## config.mk

```make
export PLATFORM = sky130hd
export DESIGN_NAME = fast_a20_gate
export DESIGN_NICKNAME = d
export VERILOG_FILES = /design/src/rtl/a20_pkg.sv /design/src/rtl/a20_host_filter.sv /design/src/rtl/a20_cmd_tracker.sv /design/src/rtl/a20_gate_reg.sv /design/src/rtl/fast_a20_gate.sv
export SDC_FILE = /design/constraint.sdc
export NUM_CORES = 1
export LEC_CHECK = 0
export ABC_AREA = 1
export CAP_MARGIN = 20
export CORE_AREA = 10 10 47 49
export DETAILED_ROUTE_END_ITERATION = 8
export DIE_AREA = 0 0 57 59
export SYNTH_ARGS = -nofsm -noshare
export SYNTH_HDL_FRONTEND = slang
export SYNTH_SLANG_ARGS = --single-unit
```

## constraint.sdc

```tcl
create_clock -name clk -period 1.5 [get_ports clk]
set_input_delay 0.45 -clock clk [delete_from_list [all_inputs] [get_ports clk]]
set_output_delay 0.45 -clock clk [all_outputs]
set_load 0.02 [all_outputs]
```

## src/rtl/a20_pkg.sv

```systemverilog
package a20_pkg;
  localparam int unsigned BYTE_W = 8;
  typedef logic [BYTE_W-1:0] byte_t;
  typedef enum logic {ST_IDLE = 1'b0, ST_ARMED = 1'b1} trk_state_t;
  localparam byte_t GATE_CMD = 8'hD1;
endpackage

```

## src/rtl/a20_host_filter.sv

```systemverilog
module a20_host_filter #(
  parameter int unsigned CHAN_W    = 2,
  parameter int unsigned GATE_CHAN = 0
) (
  input  logic              clk,
  input  logic              rst,
  input  logic              en,
  input  logic              wr_valid,
  input  logic [CHAN_W-1:0] wr_chan,
  output logic              wr_ready,
  output logic              hit
);
  localparam logic [CHAN_W-1:0] MY_CHAN = CHAN_W'(GATE_CHAN);

  assign wr_ready = 1'b1;
  assign hit      = wr_valid && wr_ready && (wr_chan == MY_CHAN);

  AST_HIT_NEEDS_VALID: assert property (@(posedge clk) disable iff (rst)
    hit |-> (wr_valid && en !== 1'bx));
endmodule

```

## src/rtl/a20_cmd_tracker.sv

```systemverilog
module a20_cmd_tracker
  import a20_pkg::*;
#(
  parameter int unsigned SEL_BIT = 1
) (
  input  logic  clk,
  input  logic  rst,
  input  logic  en,
  input  logic  hit,
  input  logic  is_cmd,
  input  byte_t wbyte,
  output logic  load,
  output logic  load_val
);
  trk_state_t st_q, st_d;

  assign load     = en && hit && !is_cmd && (st_q == ST_ARMED);
  assign load_val = wbyte[SEL_BIT];

  always_comb begin
    st_d = st_q;
    if (!en) begin
      st_d = ST_IDLE;
    end else if (hit) begin
      if (is_cmd) st_d = (wbyte == GATE_CMD) ? ST_ARMED : ST_IDLE;
      else        st_d = ST_IDLE;
    end
  end

  always_ff @(posedge clk) begin
    if (rst) st_q <= ST_IDLE;
    else     st_q <= st_d;
  end

  AST_DIS_DISARMS: assert property (@(posedge clk) disable iff (rst)
    !en |=> (st_q == ST_IDLE));
  AST_OTHER_CMD_DISARMS: assert property (@(posedge clk) disable iff (rst)
    (en && hit && is_cmd && wbyte != GATE_CMD) |=> (st_q == ST_IDLE));
  AST_D1_ARMS: assert property (@(posedge clk) disable iff (rst)
    (en && hit && is_cmd && wbyte == GATE_CMD) |=> (st_q == ST_ARMED));
  AST_NOHIT_KEEPS: assert property (@(posedge clk) disable iff (rst)
    (en && !hit) |=> $stable(st_q));
endmodule

```

## src/rtl/a20_gate_reg.sv

```systemverilog
module a20_gate_reg (
  input  logic clk,
  input  logic rst,
  input  logic en,
  input  logic load,
  input  logic load_val,
  output logic gate
);
  always_ff @(posedge clk) begin
    if (rst)       gate <= 1'b1;
    else if (!en)  gate <= 1'b1;
    else if (load) gate <= load_val;
  end

  AST_DIS_HOLDS_ONE: assert property (@(posedge clk) disable iff (rst)
    !en |=> gate);
  AST_LOAD_TAKES_BIT: assert property (@(posedge clk) disable iff (rst)
    (en && load) |=> (gate == $past(load_val)));
  AST_NO_LOAD_STABLE: assert property (@(posedge clk) disable iff (rst)
    (en && !load) |=> $stable(gate));
endmodule

```

## src/rtl/fast_a20_gate.sv

```systemverilog
module fast_a20_gate
  import a20_pkg::*;
#(
  parameter int unsigned CHAN_W    = 2,
  parameter int unsigned GATE_CHAN = 0,
  parameter int unsigned SEL_BIT   = 1
) (
  input  logic              clk,
  input  logic              rst,
  input  logic              en,
  input  logic              wr_valid,
  output logic              wr_ready,
  input  logic [CHAN_W-1:0] wr_chan,
  input  logic              wr_is_cmd,
  input  logic [7:0]        wr_byte,
  output logic              gate_o,
  output logic              gate_status
);
  logic hit, load, load_val, gate;

  a20_host_filter #(.CHAN_W(CHAN_W), .GATE_CHAN(GATE_CHAN)) u_filter (
    .clk(clk), .rst(rst), .en(en), .wr_valid(wr_valid), .wr_chan(wr_chan),
    .wr_ready(wr_ready), .hit(hit));

  a20_cmd_tracker #(.SEL_BIT(SEL_BIT)) u_track (
    .clk(clk), .rst(rst), .en(en), .hit(hit), .is_cmd(wr_is_cmd),
    .wbyte(wr_byte), .load(load), .load_val(load_val));

  a20_gate_reg u_gate (
    .clk(clk), .rst(rst), .en(en), .load(load), .load_val(load_val),
    .gate(gate));

  assign gate_o      = gate;
  assign gate_status = gate;

  AST_RST_GATE_ONE: assert property (@(posedge clk)
    rst |=> gate_o);
endmodule

```

* After elaboration in Yosys (flattened, before gate mapping)
Index checks and enable logic that the tools add are counted. Widths: inputs -> output; s select.
Storage, ports and cells: bits in registers 2, bits in latches 0, RAM bits 0, memory bits (read-only) 0, input port bits 15, output and inout bits 3, word-level logic and storage cells 13, memories 0
Operators by class: $add $sub $neg 0, $mul 0, divide/modulo/power cells 0, magnitude comparators 0, eq/ne operators 1, shift-type cells 0, muxes and demuxes 2, bitwise logic cells 1, reduce and logical (&&, ||, !) cells 7
Operator list (number):
- $eq 8x8->1 const B | 1
- $logic_and 1x1->1 | 4
- $logic_not 2->1 | 1
- $mux 1 | 2
- $reduce_or 2->1 | 1
- $logic_not 1->1 | 1
- $not 1->1 | 1

* Depth between registers and ports, before layout
word-level depth 5, depth in mapped cells 5, depth with buffers taken out 5

* Hierarchy
Synthesis repeated with hierarchy kept, for this count alone.
Unflattened totals: cells, all modules 33, area total of the unflattened synthesis 176.4 um2
By module, submodules not included:
- a20_cmd_tracker | instances 1, cells each 20, area each 100.1 um2, sequential area each 20.0 um2
- a20_gate_reg | instances 1, cells each 7, area each 43.8 um2, sequential area each 20.0 um2
- a20_host_filter | instances 1, cells each 5, area each 25.0 um2, sequential area each 0.0 um2
- fast_a20_gate | instances 1, cells each 1, area each 7.5 um2, sequential area each 0.0 um2

* Worst setup path after synthesis
OpenSTA, ideal clock, no wires.
path kind flip-flop to output port, from register u_gate.gate, to output gate_status, arrival 0.613 ns, data required time 1.050 ns, setup slack 0.437 ns, cell stages (with the launch flop) 2, path buffers 1, cell sequence dfxtp_1 -> buf_4
RTL lines:
- start, declared | line a20_gate_reg.sv:7 | output logic gate
- start signal, assigned | line a20_gate_reg.sv:12 | else if (load) gate <= load_val;
- end, declared | line fast_a20_gate.sv:17 | output logic gate_status
No word-level cell between the ends.

* Final worst setup path
from register u_gate.gate, to output gate_o
RTL lines:
- end, declared | line fast_a20_gate.sv:16 | output logic gate_o,
No word-level cell between the ends.

==> results.md <==
Run status:
- The flow ran to the end, and the final reports show no timing, DRC or antenna violations.

Run:
- The number of maximum-capacitance violations is 0.

Place:
- In this run, placement finished with an instance count of 61.
- During placement, the flow inserted port buffers numbering 16.
- The weighted congestion reported at the end of routability-driven placement is 0.667.
- The placed cell area is ~340 µm².
- The detailed placer's ending HPWL is approximately 500 µm.

STA:
- The number of slew-limit violations in the final report is 0.
- Adding up every negative setup slack in the final design gives 0 ps.
- Setup repair after global routing left no endpoint under its margin.
- The number of endpoints with negative hold slack in the final report is 0.
- Setup violations remaining at the end of the flow were counted as 0.
- For this run, the top clock speed supported by timing is roughly 0.76 GHz.
- For the finished layout, the period the worst path requires is 1320 ps.
- Of the available clock period, the critical path in the final layout requires 0.883.
- The post-route worst hold slack is 465 ps.
- The clock arrives with about 2.1 ps of skew.

CTS:
- The later pin in the worst-skew pair is clocked with a latency of 220 ps.
- The clock tree from TritonCTS is yes.
- The clock transition at the register clock pins on the worst setup and hold paths after CTS is 30 ps.
- Clock tree synthesis selected as its root buffer the cell clkbuf_4.
- The number of buffers added by the clock tree synthesis step is 3.
- The number of setup buffers added after CTS is 0.
- No sink is reached through more buffers than the 2 on the longest clock path.
- Counting every sink on the clock net gives 2.
- The H-tree depth reported by CTS is 1.

Pwr:
- For this design the ratio of total power to cell area is approximately 630 mW/mm².
- The share of total power in combinational logic is 0.238.
- The internal power is 0.000179 W.
- Of the total power, the share spent switching nets is 0.199.
- Summed over all cells, the static leakage comes to 0.162 nW.
- Summed over all nets, the switching power comes to ~0.000045 W.
- Across the VDD grid, the largest voltage drop is 0.182 mV.
- The post-layout total power is 0.000223 W.
- The fraction of power consumed by the clock network is 0.518.
- Of the total power, registers draw 0.244.

Setup path:
- The largest delay contributor family on the critical path is buffers and inverters.
- The signal on the critical path passes through dlygate4sd2_1.
- STA classifies the critical path startpoint as a flop.
- The start point of the critical path is u_gate.gate.
- The delay of the slowest cell on the worst path is 340 ps.
- The worst register-to-register path begins at u_track.st_q.
- The endpoint arrival time on the critical path is 870 ps.
- The type of element capturing the critical path is an output pin.
- By startpoint and endpoint, the worst setup path is classified as reg2out.
- The maximum fanout along the worst path is 3.
- The sum of buffers and inverters on the critical path is 1.
- The slack of the worst reg-to-reg path is ~760 ps.
- The data required time of the worst path is approximately 1100 ps.
- The slowest stage of the critical path is the dlygate4sd2_1 cell.

GRT:
- The initial antenna violation count came to 0.
- The via count of the first global-routing pass is 223.
- For this run the aggregate overflow at the end of global routing stands at 0.
- Entering global routing, the biggest net connects 5 pins.
- The first global-routing pass estimated 924 µm of wire.
- For this run, the total global-route usage over all layers was measured as 0.0385.

Route:
- In this run the remaining antenna-violating nets after routing total 0.
- The routed wirelength normalized by instance count is between 8 and 9 µm.
- The count of unresolved DRC violations after routing is 0.
- The total wire length is approximately 570 µm.
- The detailed router placed 234 vias in this run.
- For this block, the initial DRC count from the detailed router was 2.
- For this run, the detailed router's first-pass iteration total came to 2.
- After detailed routing, the number of vias per cell comes to ~3.7.

Finish:
- 0 antenna diodes ended up in the layout.
- The final layout net count is 65.
- The cell area after layout is 357 µm².
- In the final layout, the multi-input gates occupy 86.3 µm².
- The number of standard cells in the final layout excluding fillers is 64.
- In the layout the commonest cells are 14 x clkdlybuf4s50_1, 7 x inv_1, 6 x nand2_1, 5 x nor2_1.
- Leaving out fill and tap cells, the most frequent cell in the layout is clkdlybuf4s50_1.
- After filler insertion, the fill cell instance count of the layout stands at 178.
- In the final layout, flip-flops and latches occupy 40.0 µm².
- The growth of design area from synthesis to finish is 108%.
- In the final layout, the share of cells above drive strength 1 is 0.146.

Floorplan:
- The floorplan has 14 rows.
- The core region is 0.00140 mm².
- The initial core utilization is 0.122.
- The chip width is 57 µm.
- The die covers 0.00336 mm².
- The die boundary height is between 50 and 60 µm.
- The I/O pin count is 18.

Synthesis:
- The average size of a mapped cell is 5.53 µm².
- The netlist area before placement is 171 µm².
- Synthesis produced a netlist whose cell count is 31.
- The number of nets handed over by synthesis was 46.
- Of the synthesized area, sequential elements account for 0.234.
- Counting flops and latches in the post-synthesis netlist gives 2.
- The synthesized netlist contains 12 unique library cells.
- The count of synthesis-stage warnings from yosys is 0.

Worst hold path:
- The worst hold path begins at u_gate.gate.
- The type of the tightest min-delay check is reg2reg.
[through the flow]
step / utilization / worst slack (ps)
2_1_floorplan: - / 437
3_3_place_gp: 0.240 / 123
3_5_place_dp: 0.240 / 121
4_1_cts: 0.254 / 156
5_1_grt: 0.254 / 107
6_report: 0.254 / 176
[cells in the mapped netlist]
cell / instances / area [µm²]
nand2_1: 6 / 22.5
buf_4: 2 / 15.0
o21ai_1: 1 / 5.00
conb_1: 1 / 3.75
nand2_2: 1 / 6.26
inv_1: 7 / 26.3
nor2_1: 5 / 18.8
a21oi_2: 1 / 8.76
dfxtp_1: 2 / 40.0
nor2_2: 1 / 6.26
inv_2: 1 / 3.75
nand3_1: 3 / 15.0
[path summary, 6_finish.rpt]
kind / to / depth (start not counted)
min: u_gate.gate / 2
min reg2reg: u_gate.gate / 2
max reg2reg: u_gate.gate / 3
max: gate_o / 1
[final cells by class]
type | instances | area share
Inverter | 8 | 0.0842
Sequential cell | 2 | 0.112
Tap cell | 16 | 0.0561
Clock buffer | 3 | 0.0632
Timing Repair Buffer | 16 | 0.442
Multi-Input combinational cell | 19 | 0.242
[flip-flops by register name, summed over array words and instances, names as in the netlist]
register and cells:
u_track.st_q 1, u_gate.gate 1
[worst min-delay path, cell delays in order, from the launching register on]
cell and delay (ps):
dfxtp_1 320, o21ai_1 60, nand3_1 50
[logic make-up after synthesis]
| logic type | after synthesis | synth area share |
|---|---|---|
| and+or+nand+nor | 16 | 0.401 |
| buffers and inverters | 10 | 0.263 |
| AOI/OAI and AO/OA | 2 | 0.0803 |
| DFF | 2 | 0.234 |
| other | 1 | 0.0219 |
[per-layer routing]
metal	GRT usage	wire [µm]	up-vias
met5	0	0	-
met4	0.0503	26	0
met3	0.0258	46	2
met2	0.0496	254	12
met1	0.0357	242	99
li1	-	-	121
[timing repair]
action                                  CTS  global route
hold buffers                              0             0
endpoints found under the setup margin    2             0
endpoints found under the hold margin     0             0
gates resized for setup                   2             0
[power by group through the flow]
stage | Clock (W) | Combinational, W | Sequential [W]
6_report | 0.000116 | 0.0000531 | 0.0000545
5_1_grt | 0.000140 | 0.0000577 | 0.0000545
4_1_cts | 0.000124 | 0.0000535 | 0.0000545
3_5_place_dp | 0 | 0.0000533 | 0.0000551
3_3_place_gp | 0 | 0.0000525 | 0.0000551
2_1_floorplan | 0 | 0.0000159 | 0.0000551
Power figures use the tool's default switching activity.
